--- src/rtl/eprom_rd_pkg.sv ---
`timescale 1ns/1ps
package eprom_rd_pkg;

    typedef enum logic [1:0] {
        RD_IDLE   = 2'd0,
        RD_ACCESS = 2'd1,
        RD_FLOAT  = 2'd2
    } rd_state_e;

    typedef struct packed {
        logic ce_n;
        logic oe_n;
    } bus_ctl_t;

    localparam bus_ctl_t BUS_PARKED = '{ce_n: 1'b1, oe_n: 1'b1};

    // first clock edge strictly after t_ns has elapsed
    function automatic int edges_after(input int t_ns, input int period_ns);
        return (t_ns / period_ns) + 1;
    endfunction

    function automatic int max_of3(input int a, input int b, input int c);
        int m;
        m = (a > b) ? a : b;
        return (m > c) ? m : c;
    endfunction

    function automatic int width_for(input int v);
        return (v < 2) ? 1 : $clog2(v + 1);
    endfunction

endpackage

--- src/rtl/eprom_rd_cnt.sv ---
`timescale 1ns/1ps
module eprom_rd_cnt #(
    parameter int W = 5
) (
    input  logic         clk,
    input  logic         rst,
    input  logic         load,
    input  logic         inc,
    output logic [W-1:0] value
);
    always_ff @(posedge clk) begin
        if (rst) begin
            value <= '0;
        end else if (load) begin
            value <= '0;
        end else if (inc) begin
            value <= value + 1'b1;
        end
    end
endmodule

--- src/rtl/eprom_rd_seq.sv ---
`timescale 1ns/1ps
module eprom_rd_seq
    import eprom_rd_pkg::*;
#(
    parameter int CNT_W   = 5,
    parameter int LAT     = 12,
    parameter int OE_DLY  = 6,
    parameter int FLOAT_N = 5
) (
    input  logic             clk,
    input  logic             rst,
    input  logic             req_valid,
    input  logic [CNT_W-1:0] cnt,
    output logic             req_ready,
    output logic             accept,
    output logic             sample,
    output logic             cnt_load,
    output logic             cnt_inc,
    output bus_ctl_t         bus
);
    // cnt reads j-1 on the j-th edge after a load
    localparam logic [CNT_W-1:0] SAMPLE_AT = CNT_W'(LAT - 1);
    localparam logic [CNT_W-1:0] FLOAT_END = CNT_W'(FLOAT_N - 1);

    rd_state_e state, state_nx;
    logic      oe_go;
    logic      float_done;

    assign req_ready  = (state == RD_IDLE);
    assign accept     = req_ready && req_valid;
    assign sample     = (state == RD_ACCESS) && (cnt == SAMPLE_AT);
    assign float_done = (state == RD_FLOAT) && (cnt == FLOAT_END);
    assign cnt_load   = accept || sample;
    assign cnt_inc    = !req_ready;

    generate
        if (OE_DLY == 0) begin : g_oe_with_ce
            assign oe_go = accept;
        end else begin : g_oe_late
            localparam logic [CNT_W-1:0] OE_AT = CNT_W'(OE_DLY - 1);
            assign oe_go = (state == RD_ACCESS) && (cnt == OE_AT);
        end
    endgenerate

    always_comb begin
        state_nx = state;
        unique case (state)
            RD_IDLE:   if (accept)     state_nx = RD_ACCESS;
            RD_ACCESS: if (sample)     state_nx = RD_FLOAT;
            RD_FLOAT:  if (float_done) state_nx = RD_IDLE;
            default:                   state_nx = RD_IDLE;
        endcase
    end

    always_ff @(posedge clk) begin
        if (rst) begin
            state <= RD_IDLE;
            bus   <= BUS_PARKED;
        end else begin
            state <= state_nx;
            if (accept) bus.ce_n <= 1'b0;
            if (oe_go)  bus.oe_n <= 1'b0;
            if (sample) bus      <= BUS_PARKED;
        end
    end
endmodule

--- src/rtl/eprom_rd_capture.sv ---
`timescale 1ns/1ps
module eprom_rd_capture #(
    parameter int ADDR_W = 16,
    parameter int DATA_W = 8
) (
    input  logic              clk,
    input  logic              rst,
    input  logic              accept,
    input  logic [ADDR_W-1:0] req_addr,
    input  logic              sample,
    input  logic [DATA_W-1:0] mem_data,
    output logic [ADDR_W-1:0] mem_addr,
    output logic              rsp_valid,
    output logic [DATA_W-1:0] rsp_data
);
    always_ff @(posedge clk) begin
        if (rst) begin
            mem_addr  <= '0;
            rsp_valid <= 1'b0;
            rsp_data  <= '0;
        end else begin
            rsp_valid <= sample;
            if (accept) mem_addr <= req_addr;
            if (sample) rsp_data <= mem_data;
        end
    end
endmodule

--- src/rtl/eprom_rd_ctrl.sv ---
`timescale 1ns/1ps
module eprom_rd_ctrl
    import eprom_rd_pkg::*;
#(
    parameter int CLK_PERIOD_NS = 8,
    parameter int T_ACC_NS      = 90,
    parameter int T_CE_NS       = 90,
    parameter int T_OE_NS       = 40,
    parameter int T_DF_NS       = 35,
    parameter int ADDR_W        = 16,
    parameter int DATA_W        = 8
) (
    input  logic              clk,
    input  logic              rst,
    input  logic              req_valid,
    output logic              req_ready,
    input  logic [ADDR_W-1:0] req_addr,
    output logic              rsp_valid,
    output logic [DATA_W-1:0] rsp_data,
    output logic [ADDR_W-1:0] mem_addr,
    output logic              mem_ce_n,
    output logic              mem_oe_n,
    input  logic [DATA_W-1:0] mem_data
);
    localparam int N_ACC  = edges_after(T_ACC_NS, CLK_PERIOD_NS);
    localparam int N_CE   = edges_after(T_CE_NS, CLK_PERIOD_NS);
    localparam int N_OE   = edges_after(T_OE_NS, CLK_PERIOD_NS);
    localparam int N_DF   = edges_after(T_DF_NS, CLK_PERIOD_NS);
    localparam int LAT    = max_of3(N_ACC, N_CE, N_OE);
    localparam int OE_DLY = LAT - N_OE;
    localparam int CNT_W  = width_for((LAT > N_DF) ? LAT : N_DF);

    logic             accept;
    logic             sample;
    logic             cnt_load;
    logic             cnt_inc;
    logic [CNT_W-1:0] cnt;
    bus_ctl_t         bus;

    eprom_rd_cnt #(.W(CNT_W)) u_cnt (
        .clk   (clk),
        .rst   (rst),
        .load  (cnt_load),
        .inc   (cnt_inc),
        .value (cnt)
    );

    eprom_rd_seq #(
        .CNT_W   (CNT_W),
        .LAT     (LAT),
        .OE_DLY  (OE_DLY),
        .FLOAT_N (N_DF)
    ) u_seq (
        .clk       (clk),
        .rst       (rst),
        .req_valid (req_valid),
        .cnt       (cnt),
        .req_ready (req_ready),
        .accept    (accept),
        .sample    (sample),
        .cnt_load  (cnt_load),
        .cnt_inc   (cnt_inc),
        .bus       (bus)
    );

    eprom_rd_capture #(.ADDR_W(ADDR_W), .DATA_W(DATA_W)) u_cap (
        .clk       (clk),
        .rst       (rst),
        .accept    (accept),
        .req_addr  (req_addr),
        .sample    (sample),
        .mem_data  (mem_data),
        .mem_addr  (mem_addr),
        .rsp_valid (rsp_valid),
        .rsp_data  (rsp_data)
    );

    assign mem_ce_n = bus.ce_n;
    assign mem_oe_n = bus.oe_n;
endmodule

--- config.mk ---
export PLATFORM = sky130hd
export DESIGN_NAME = eprom_rd_ctrl
export DESIGN_NICKNAME = d
export VERILOG_FILES = /design/src/rtl/eprom_rd_pkg.sv /design/src/rtl/eprom_rd_cnt.sv /design/src/rtl/eprom_rd_seq.sv /design/src/rtl/eprom_rd_capture.sv /design/src/rtl/eprom_rd_ctrl.sv
export SDC_FILE = /design/constraint.sdc
export NUM_CORES = 1
export LEC_CHECK = 0
export ABC_CLOCK_PERIOD_IN_PS = 1870
export CORE_MARGIN = 2
export CORE_UTILIZATION = 60
export DETAILED_ROUTE_END_ITERATION = 10
export DONT_BUFFER_PORTS = 1
export PLACE_DENSITY = 0.73
export SYNTH_ARGS = -nofsm -noshare
export SYNTH_HDL_FRONTEND = slang
export SYNTH_SLANG_ARGS = --single-unit
--- constraint.sdc ---
create_clock -name clk -period 1.87 [get_ports clk]
set_input_delay 0.187 -clock clk [delete_from_list [all_inputs] [get_ports clk]]
set_output_delay 0.187 -clock clk [all_outputs]
set_load 0.01 [all_outputs]
==> results.cfg <==
[run_status]
status = finished clean

[sta]
tightest_slew_ns = 0.732
rsz0062_at_grt = no
finalClockSkew_ns = 0.0110
max-slew-margin-rel = 0.510
period_needed_ns = 1.55
finalWorstSetupSlack_ns = 0.317
finalHoldViolations = 0
setup_violations = 0
holdWs_ns = 0.0599
timing.fmax_ghz = 0.644
fin_tns_setup_ns = 0
fin_crit_sh = 0.830
slew_violations = 0

[clock_network]
clk_latency_ns = 0.34
cts_tree = yes
ctsHoldBuffers = 25
cts_resized = 0
post-cts-setup-buffers = 0
clkTransAtPathRegs_ns = 0.10
clk_path_buf_depth = 2
htree_levels = 2
clock-root-buffer = clkbuf_4
cts_made_buffers = 5
clock_sinks = 33

[floorplanning]
core_area_um2 = 2020
die_w_um = 50.8
ios = 55
start_util = 0.649
placementRows = 16
dieArea_um2 = 2580
die_y_um = 50.8

[routing]
dr_wl_met2_um = 1440
top_layer_used = met4
drc = 0
first_iter_violations = 13
totalWireLength_um = 2790
wire_per_inst_um = 14.6
wl_met1_um = 1080
routed_via_density = 5.45
drtPass1Iterations = 6
vias = 1040
wl_met3_um = 230
postRouteAntennaNets = 0

[logic_synthesis]
synth_warnings = 0
synth_area_um2 = 1310
postSynthAreaPerCell_um2 = 9.38
synth_top_area_cell = dfxtp_1
yosys.cell_types.count = 34
ys_ff_latch = 33
synth_cells = 140
syn-num-nets = 170
yosysTopAreaCellShare = 0.503
ys_top_cells_by_area = dfxtp_1, nand2_1, a21oi_1
yosysSeqAreaShare = 0.503

[worst_setup_path]
crit_chain = ha_1, nand3b_4, o21ba_1, a22o_1
cpMaxStageDelayCell = dfxtp_1
worst_ep_arrival_time_ns = 1.78
crit_path_start_kind = flop
crit_buf_inv = 0
critPathMaxStageDelay_ns = 0.45
critPathMaxFanout = 10
endpoint_kind = flop
crit_required_ns = 2.10
crit_type = reg -> reg
crit_family = compound AO/OA/AOI/OAI gates

[final_layout]
drive_above_1_share = 0.0915
diodes = 0
syn_to_final_growth_pct = 20.7
nets = 193
final_util = 0.783
fin_cells = 191
fillerInstances = 136

[placed_design]
gp_congestion = 0.880
place_inst = 158
hpwl_um = 1660
portBuffers = 0
place_ws_ns = 0.370

[global_route]
gr-total-overflow = 0
antenna_found_initial = 0
grt_max_degree = 20
grt_usage = 0.246
grt_pass1_vias = 1082
grt_first_pass_wirelength_um = 4540

[power]
power.density_nw_per_um2 = 811
power_leakage_nw = 0.633
irDropWorstVdd_uv = 606

[job]
drv_cap = 0

[min_path]
hold_path_class = in -> reg
-- worst paths after layout --
path	endpoint	cells past startpoint	slack (ns)	from
setup / recovery	u_cap.rsp_data[2]	4	0.32	u_cnt.value[0]
hold / removal	u_cnt.value[1]	3	0.06	req_valid
setup reg to reg	u_cap.rsp_data[2]	4	0.32	u_cnt.value[0]
hold reg to reg	u_seq.bus[1]	2	0.50	u_seq.bus[1]
-- logic make-up (layout without fill, tap and decap cells) --
kind of cell	after synthesis	in the layout	synth area share
AO/OA/AOI/OAI	37	37	0.186
adder cells (fa/ha/maj)	3	3	0.0286
buffers and inverters	13	37	0.0629
flip-flops	33	33	0.503
AND/OR/NAND/NOR	54	54	0.219
-- cell type report --
cell class	count	area (um2)	area share
multi-input combinational	94	569	0.359
sequential	33	661	0.417
tap	27	33.8	0.0213
inverter	4	15.0	0.00948
timing repair buffer	25	250	0.158
clock buffer	5	37.5	0.0237
clock inverter	3	17.5	0.0111
-- synth_stat cells (all sizes together) --
| cell | number |
|---|---|
| a211oi | 1 |
| a21bo | 1 |
| a21oi | 19 |
| a22o | 8 |
| a311oi | 1 |
| a31oi | 1 |
| a41oi | 1 |
| buf | 7 |
| clkbuf | 2 |
| dfxtp | 33 |
| ha | 3 |
| inv | 4 |
| nand2 | 39 |
| nand2b | 1 |
| nand3 | 1 |
| nand3b | 2 |
| nor2 | 3 |
| nor2b | 1 |
| nor3 | 1 |
| nor3b | 1 |
| nor4b | 1 |
| nor4bb | 1 |
| o21ai | 1 |
| o21ba | 1 |
| o21bai | 2 |
| o31ai | 1 |
| or2 | 1 |
| or3 | 1 |
| or3b | 1 |
-- power breakdown --
group / total (mW) / internal (mW) / switching [mW]
sequential: 0.769 / 0.731 / 0.0373
combinational: 0.134 / 0.0670 / 0.0669
clock: 0.382 / 0.141 / 0.241
-- worst register-to-register path, stage by stage (launching register included) --
cell      delay (ns)
dfxtp_1         0.45
ha_1            0.28
nand3b_4        0.12
o21ba_1         0.31
a22o_1          0.28
-- sequential cells by signal, indices dropped and copies added, names as in the netlist --
signal / count
u_cnt.value: 4
u_cap.rsp_data: 8
u_seq.bus: 2
u_cap.mem_addr: 16
u_seq.state: 2
u_cap.rsp_valid: 1
-- layout by cell type (no fill, tap or decap), drive strengths merged, types with 2 or more instances in the layout --
master | synthesis | routed
nand3b | 2 | 2
clkbuf | 2 | 5
nor2 | 3 | 3
dlygate4sd3 | 0 | 25
dfxtp | 33 | 33
o21bai | 2 | 2
a22o | 8 | 8
nand2 | 39 | 39
a21oi | 19 | 19
clkinv | 0 | 2
inv | 4 | 4
ha | 3 | 3
-- routing by layer --
metal / GRT usage / vias up
li1: - / 522
met1: 0.226 / 468
met2: 0.465 / 44
met3: 0.0863 / 6
met4: 0.131 / 0
met5: 0 / -
-- metrics by stage --
stage                     instance area [um2]  power (mW)
after floorplan                          1310       0.871
after global placement                   1280       0.864
after detailed placement                 1280       0.870
after CTS                                1580        1.29
after global routing                     1580        1.35
final                                    1580        1.28
Power figures use the tool's default switching activity.
